### src/rtl/tgt_clr_pkg.sv
package tgt_clr_pkg;

  typedef enum logic [1:0] {
    ST_READY  = 2'd0,
    ST_CLEAR  = 2'd1,
    ST_SETTLE = 2'd2
  } seq_state_e;

endpackage

### src/rtl/tgt_clr_qual.sv
module tgt_clr_qual #(
  parameter int MIN_CLR = 3
) (
  input  logic clk,
  input  logic rst_n,
  input  logic clr_n,
  output logic low_smp,
  output logic accept
);

  localparam int RUN_W = $clog2(MIN_CLR + 1);
  localparam logic [RUN_W-1:0] RUN_MAX = RUN_W'(MIN_CLR);

  logic [RUN_W-1:0] run_q;

  // consecutive low-sample counter, saturating once the clear is accepted
  always_ff @(posedge clk or negedge rst_n) begin
    if (!rst_n) begin
      run_q <= '0;
    end else if (clr_n) begin
      run_q <= '0;
    end else if (run_q != RUN_MAX) begin
      run_q <= run_q + 1'b1;
    end
  end

  assign low_smp = !clr_n;
  assign accept  = !clr_n && (run_q == RUN_MAX - 1'b1);

endmodule

### src/rtl/tgt_settle_timer.sv
module tgt_settle_timer #(
  parameter int SETTLE_CYC = 9
) (
  input  logic clk,
  input  logic rst_n,
  input  logic load,
  input  logic tick,
  output logic done
);

  localparam int CNT_W = $clog2(SETTLE_CYC + 1);
  localparam logic [CNT_W-1:0] CNT_INIT = CNT_W'(SETTLE_CYC - 1);

  logic [CNT_W-1:0] cnt_q;

  // reset preloads the interval so power-on follows the same settling
  always_ff @(posedge clk or negedge rst_n) begin
    if (!rst_n) begin
      cnt_q <= CNT_INIT;
    end else if (load) begin
      cnt_q <= CNT_INIT;
    end else if (tick && cnt_q != '0) begin
      cnt_q <= cnt_q - 1'b1;
    end
  end

  assign done = (cnt_q == '0);

endmodule

### src/rtl/tgt_clr_seq.sv
module tgt_clr_seq
  import tgt_clr_pkg::*;
#(
  parameter int MIN_CLR    = 3,
  parameter int SETTLE_CYC = 9
) (
  input  logic clk,
  input  logic rst_n,
  input  logic clr_n,
  output logic ready_o,
  output logic flush_o
);

  localparam int CHK_W = $clog2(MIN_CLR + SETTLE_CYC + 2);
  localparam logic [CHK_W-1:0] CHK_SAT = '1;

  logic       low_smp;
  logic       accept;
  logic       tmr_load;
  logic       tmr_tick;
  logic       tmr_done;
  logic       flush_q;
  seq_state_e state_q;
  seq_state_e state_d;

  tgt_clr_qual #(.MIN_CLR(MIN_CLR)) u_qual (
    .clk     (clk),
    .rst_n   (rst_n),
    .clr_n   (clr_n),
    .low_smp (low_smp),
    .accept  (accept)
  );

  tgt_settle_timer #(.SETTLE_CYC(SETTLE_CYC)) u_timer (
    .clk   (clk),
    .rst_n (rst_n),
    .load  (tmr_load),
    .tick  (tmr_tick),
    .done  (tmr_done)
  );

  always_comb begin
    state_d  = state_q;
    tmr_load = 1'b0;
    tmr_tick = 1'b0;
    unique case (state_q)
      ST_READY: begin
        if (accept) state_d = ST_CLEAR;
      end
      ST_CLEAR: begin
        if (!low_smp) begin
          state_d  = ST_SETTLE;
          tmr_load = 1'b1;
        end
      end
      ST_SETTLE: begin
        if (low_smp) begin
          state_d = ST_CLEAR;
        end else if (tmr_done) begin
          state_d = ST_READY;
        end else begin
          tmr_tick = 1'b1;
        end
      end
      default: state_d = ST_SETTLE;
    endcase
  end

  always_ff @(posedge clk or negedge rst_n) begin
    if (!rst_n) begin
      state_q <= ST_SETTLE;
      flush_q <= 1'b0;
    end else begin
      state_q <= state_d;
      flush_q <= accept;
    end
  end

  assign ready_o = (state_q == ST_READY);
  assign flush_o = flush_q;

  // observation counters for the port-level properties below
  logic [CHK_W-1:0] lo_run;
  logic [CHK_W-1:0] hi_run;

  always_ff @(posedge clk or negedge rst_n) begin
    if (!rst_n) begin
      lo_run <= '0;
      hi_run <= '0;
    end else if (clr_n) begin
      lo_run <= '0;
      hi_run <= (hi_run == CHK_SAT) ? hi_run : hi_run + 1'b1;
    end else begin
      hi_run <= '0;
      lo_run <= (lo_run == CHK_SAT) ? lo_run : lo_run + 1'b1;
    end
  end

  assert_short_run_keeps_ready_R1: assert property (@(posedge clk) disable iff (!rst_n)
    ($past(ready_o) && lo_run < CHK_W'(MIN_CLR)) |-> ready_o);

  assert_fall_needs_run_R2: assert property (@(posedge clk) disable iff (!rst_n)
    $fell(ready_o) |-> lo_run >= CHK_W'(MIN_CLR));

  assert_flush_not_ready_R2: assert property (@(posedge clk) disable iff (!rst_n)
    flush_o |-> !ready_o);

  assert_flush_single_R3: assert property (@(posedge clk) disable iff (!rst_n)
    flush_o |=> !flush_o);

  assert_rise_after_settle_R5: assert property (@(posedge clk) disable iff (!rst_n)
    $rose(ready_o) |-> hi_run >= CHK_W'(SETTLE_CYC));

endmodule

### config.mk
export PLATFORM = sky130hd
export DESIGN_NAME = tgt_clr_seq
export DESIGN_NICKNAME = d
export VERILOG_FILES = /design/src/rtl/tgt_clr_pkg.sv /design/src/rtl/tgt_clr_qual.sv /design/src/rtl/tgt_settle_timer.sv /design/src/rtl/tgt_clr_seq.sv
export SDC_FILE = /design/constraint.sdc
export NUM_CORES = 1
export LEC_CHECK = 0
export BUFFER_PORTS_ARGS = -buffer_cell sky130_fd_sc_hd__buf_4
export CORE_AREA = 2 2 39 41
export CTS_CLUSTER_SIZE = 24
export DETAILED_ROUTE_END_ITERATION = 10
export DIE_AREA = 0 0 41 43
export GPL_ROUTABILITY_DRIVEN = 0
export SLEW_MARGIN = 25
export SYNTH_ARGS = -nofsm -noshare
export SYNTH_HDL_FRONTEND = slang
export SYNTH_SLANG_ARGS = --single-unit
### constraint.sdc
create_clock -name clk -period 1.61 [get_ports clk]
set_input_delay 0.0805 -clock clk [delete_from_list [all_inputs] [get_ports clk]]
set_output_delay 0.0805 -clock clk [all_outputs]
set_load 0.02 [all_outputs]
==> metrics.md <==
| Metric | Value |
|---|---|
| List of most frequent post-synthesis cells | `dfrtp_1 (7), nor2_1 (5), o21ai_0 (5)` |
| Post-route minimum period | `1.47 ns` |
| Sum Neg Setup Slack | `0 ns` |
| Initial DRC Count | `2` |
| Clock slew at reported path FFs | `0.06 ns` |
| Syn_nets | `51` |
| Worst Path Max Fanout | `5` |
| Initial antenna violation count | `0` |
| IO buf count | `4` |
| Reg-to-reg slack, setup | `0.14 ns` |
| Tot Pwr | `965 uW` |
| Worst setup EP type | `register` |
| Layout Nets | `61` |
| # rows | `14` |
| Worst Skew | `0.00229 ns` |
| Mean Syn Cell Area | `10.7 um^2` |
| Critical Path AT | `1.66 ns` |
| Synth Area in Compound Gates | `10.9%` |
| CTS Buf Count | `3` |
| YS warnings | `0` |
| Post-Place Cell Area | `531 um^2` |
| Die ar. | `1760 um^2` |
| RSZ-0062 raised after global routing | `false` |
| Drt via density | `4.90` |
| Design area | `567 um^2` |
| Via count | `343` |
| Top cells by area, synth | `dfrtp_1 (36%), dfstp_2 (11%), ha_1 (7.8%)` |
| Largest net degree at the start of global routing | `10` |
| PD cells | `1700 nW/um^2` |
| Drt wl/cell | `10.9 um` |
| Gr usage total | `12.7%` |
| Post-layout util | `41.0%` |
| # Post-CTS Setup Buffers | `0` |
| Most frequent cell after synthesis | `dfrtp_1` |
| Post-DP HPWL | `556 um` |
| Max VDD drop | `0.000635 V` |
| Worst min path class | `input pin to register` |
| Die X | `41 um` |
| Starting Density | `34.7%` |
| H-tree Lvls | `1` |
| CP Launch Type | `register` |
| Status | `completed` |
| R2r worst-path depth | `5` |
| Die height | `43 um` |
| Reg-to-Reg End | `u_timer.cnt_q[2]` |
| Wirelength, routed | `764 um` |
| Final ANT Viol Nets | `0` |
| Total gr overflow | `0` |
| Worst setup path start | `u_timer.cnt_q[0]` |
| EDFF count, synth | `0` |
| Clock Path Buffers | `2` |
| First-pass GRT wire length | `1440 um` |
| Pre-Repair DR Iteration Count | `2` |
| Mux contribution to synthesized area | `2.08%` |
| Mapped Cells | `45` |
| Synth Cell Area | `480 um^2` |
| Leakage | `0.278 nW` |
| Largest family of logic cells by synthesized area | `simple AND/OR/NAND/NOR gates` |
| Flops & latches, synth | `9` |
| Reg-to-Reg Start | `u_timer.cnt_q[0]` |
| Synth Area in Adders | `7.81%` |
| Final period utilization | `91.0%` |
| Worst slew pin tran | `0.233 ns` |
| Drt drc | `0` |
| Clock sinks | `9` |
| Post-synth top area share | `36.5%` |
| Core footprint | `1380 um^2` |
| CTS Root Cell | `clkbuf_4` |
| Slew Viols, Final | `0` |
| Number of global-route vias before repair | `338` |
| CTS tree | `done` |
| Dominant synthesized flop cell | `dfrtp_1` |
| Max-cap violations | `0` |
| Slew Limit Headroom | `84.5%` |
| Diodes inserted | `0` |
| Critical path class | `register to register` |
| Async set or reset register ratio after synthesis | `100%` |
| Setup-failing EPs final | `0` |
| Fmax | `682 MHz` |
| Largest area contributor in the netlist | `dfrtp_1` |
| XOR/XNOR share of the synthesized area | `1.82%` |
| Clock latency on the worst-skew pair | `0.26 ns` |
| Share of layout cells above drive strength 1 | `27.8%` |
| Simple-Gate Fraction of Synth Area | `26.8%` |
| Sequential share of the synthesized area | `47.4%` |
| Netlist cell types | `19` |
| Final Hold Viols | `0` |
| WP data required | `1.80 ns` |
| Io pins | `5` |
| Crit path to | `u_timer.cnt_q[2]` |
| Area Overhead vs Synth | `18.0%` |
report_power, final:
| part | total (mW) | internal (mW) | leakage, nW | switching (mW) |
|---|---|---|---|---|
| Sequential | 0.429 | 0.326 | 0.113 | 0.103 |
| Combinational | 0.360 | 0.188 | 0.151 | 0.172 |
| Clock | 0.176 | 0.0956 | 0.0150 | 0.0804 |
cell families after synthesis:
group                      Yosys count
xor gates and xnor gates             1
adders and majority gates            3
AOI/OAI and AO/OA                   10
DFF                                  9
muxes                                1
and+or+nand+nor                     17
buffers and inverters                4
metal layers:
metal  track usage (%)  up-vias  share of wire [%]
met2              15.9        7                 43
met1              15.8      156                 49
met3              4.71        4                4.7
met5                 0        -                  0
met4              12.0        0                3.0
li1                  -      176                  -
sequential cells by signal, summed over array words and instances, names as in the netlist:
signal / count
flush_o: 1
state_q: 2
u_timer.cnt_q: 4
u_qual.run_q: 2
critical path, stage by stage, from the launching register on:
cell	delay, ns
dfrtp_1	0.35
inv_1	0.06
ha_1	0.22
nor3b_4	0.17
or4_1	0.47
a21oi_1	0.12
metrics by stage:
| stage | setup slack, ns | hold WS (ns) | cells |
|---|---|---|---|
| floorplan | 0.219 | -0.215 | 45 |
| global placement | 0.183 | -0.0865 | 65 |
| detailed placement | 0.154 | -0.0873 | 65 |
| CTS | 0.142 | 0.0329 | 70 |
| global route | 0.0388 | 0.0475 | 70 |
| finish | 0.145 | 0.0365 | 70 |
area by class of cell:
class	instances	area (um^2)
multi-input cells	32	238
repair buffers	5	40.0
well taps	16	20.0
clock buffers	4	26.3
inverters	4	15.0
flip-flops and latches	9	228
fillers	137	817
cell usage in the layout, fill, tap and decap left out, types with 2 or more instances in the layout:
master and instances:
buf_4 4, o21ai_0 5, dfstp_2 2, dfrtp_1 7
ha_1 3, clkbuf_4 3, and3b_2 2, nor2_1 5
inv_1 4, a21oi_1 4, nand3_1 2, nor3_1 2
worst min-delay path by stage:
stage	startpoint	endpoint	slack, ns	cells after the start
after floorplan	rst_n	flush_o	-0.22	0
after global placement	rst_n	u_timer.cnt_q[2]	-0.09	1
after detailed placement	rst_n	u_timer.cnt_q[2]	-0.09	1
after CTS	clr_n	u_qual.run_q[1]	0.03	2
after global routing	clr_n	u_qual.run_q[0]	0.05	2
final	clr_n	u_qual.run_q[1]	0.04	2
what timing repair did:
action                     in CTS  in global routing
gates resized for setup         0                  0
setup endpoints to repair       0                  0
hold buffers                    1                  0
hold endpoints to repair        9                  0
Power figures use the tool's default switching activity.
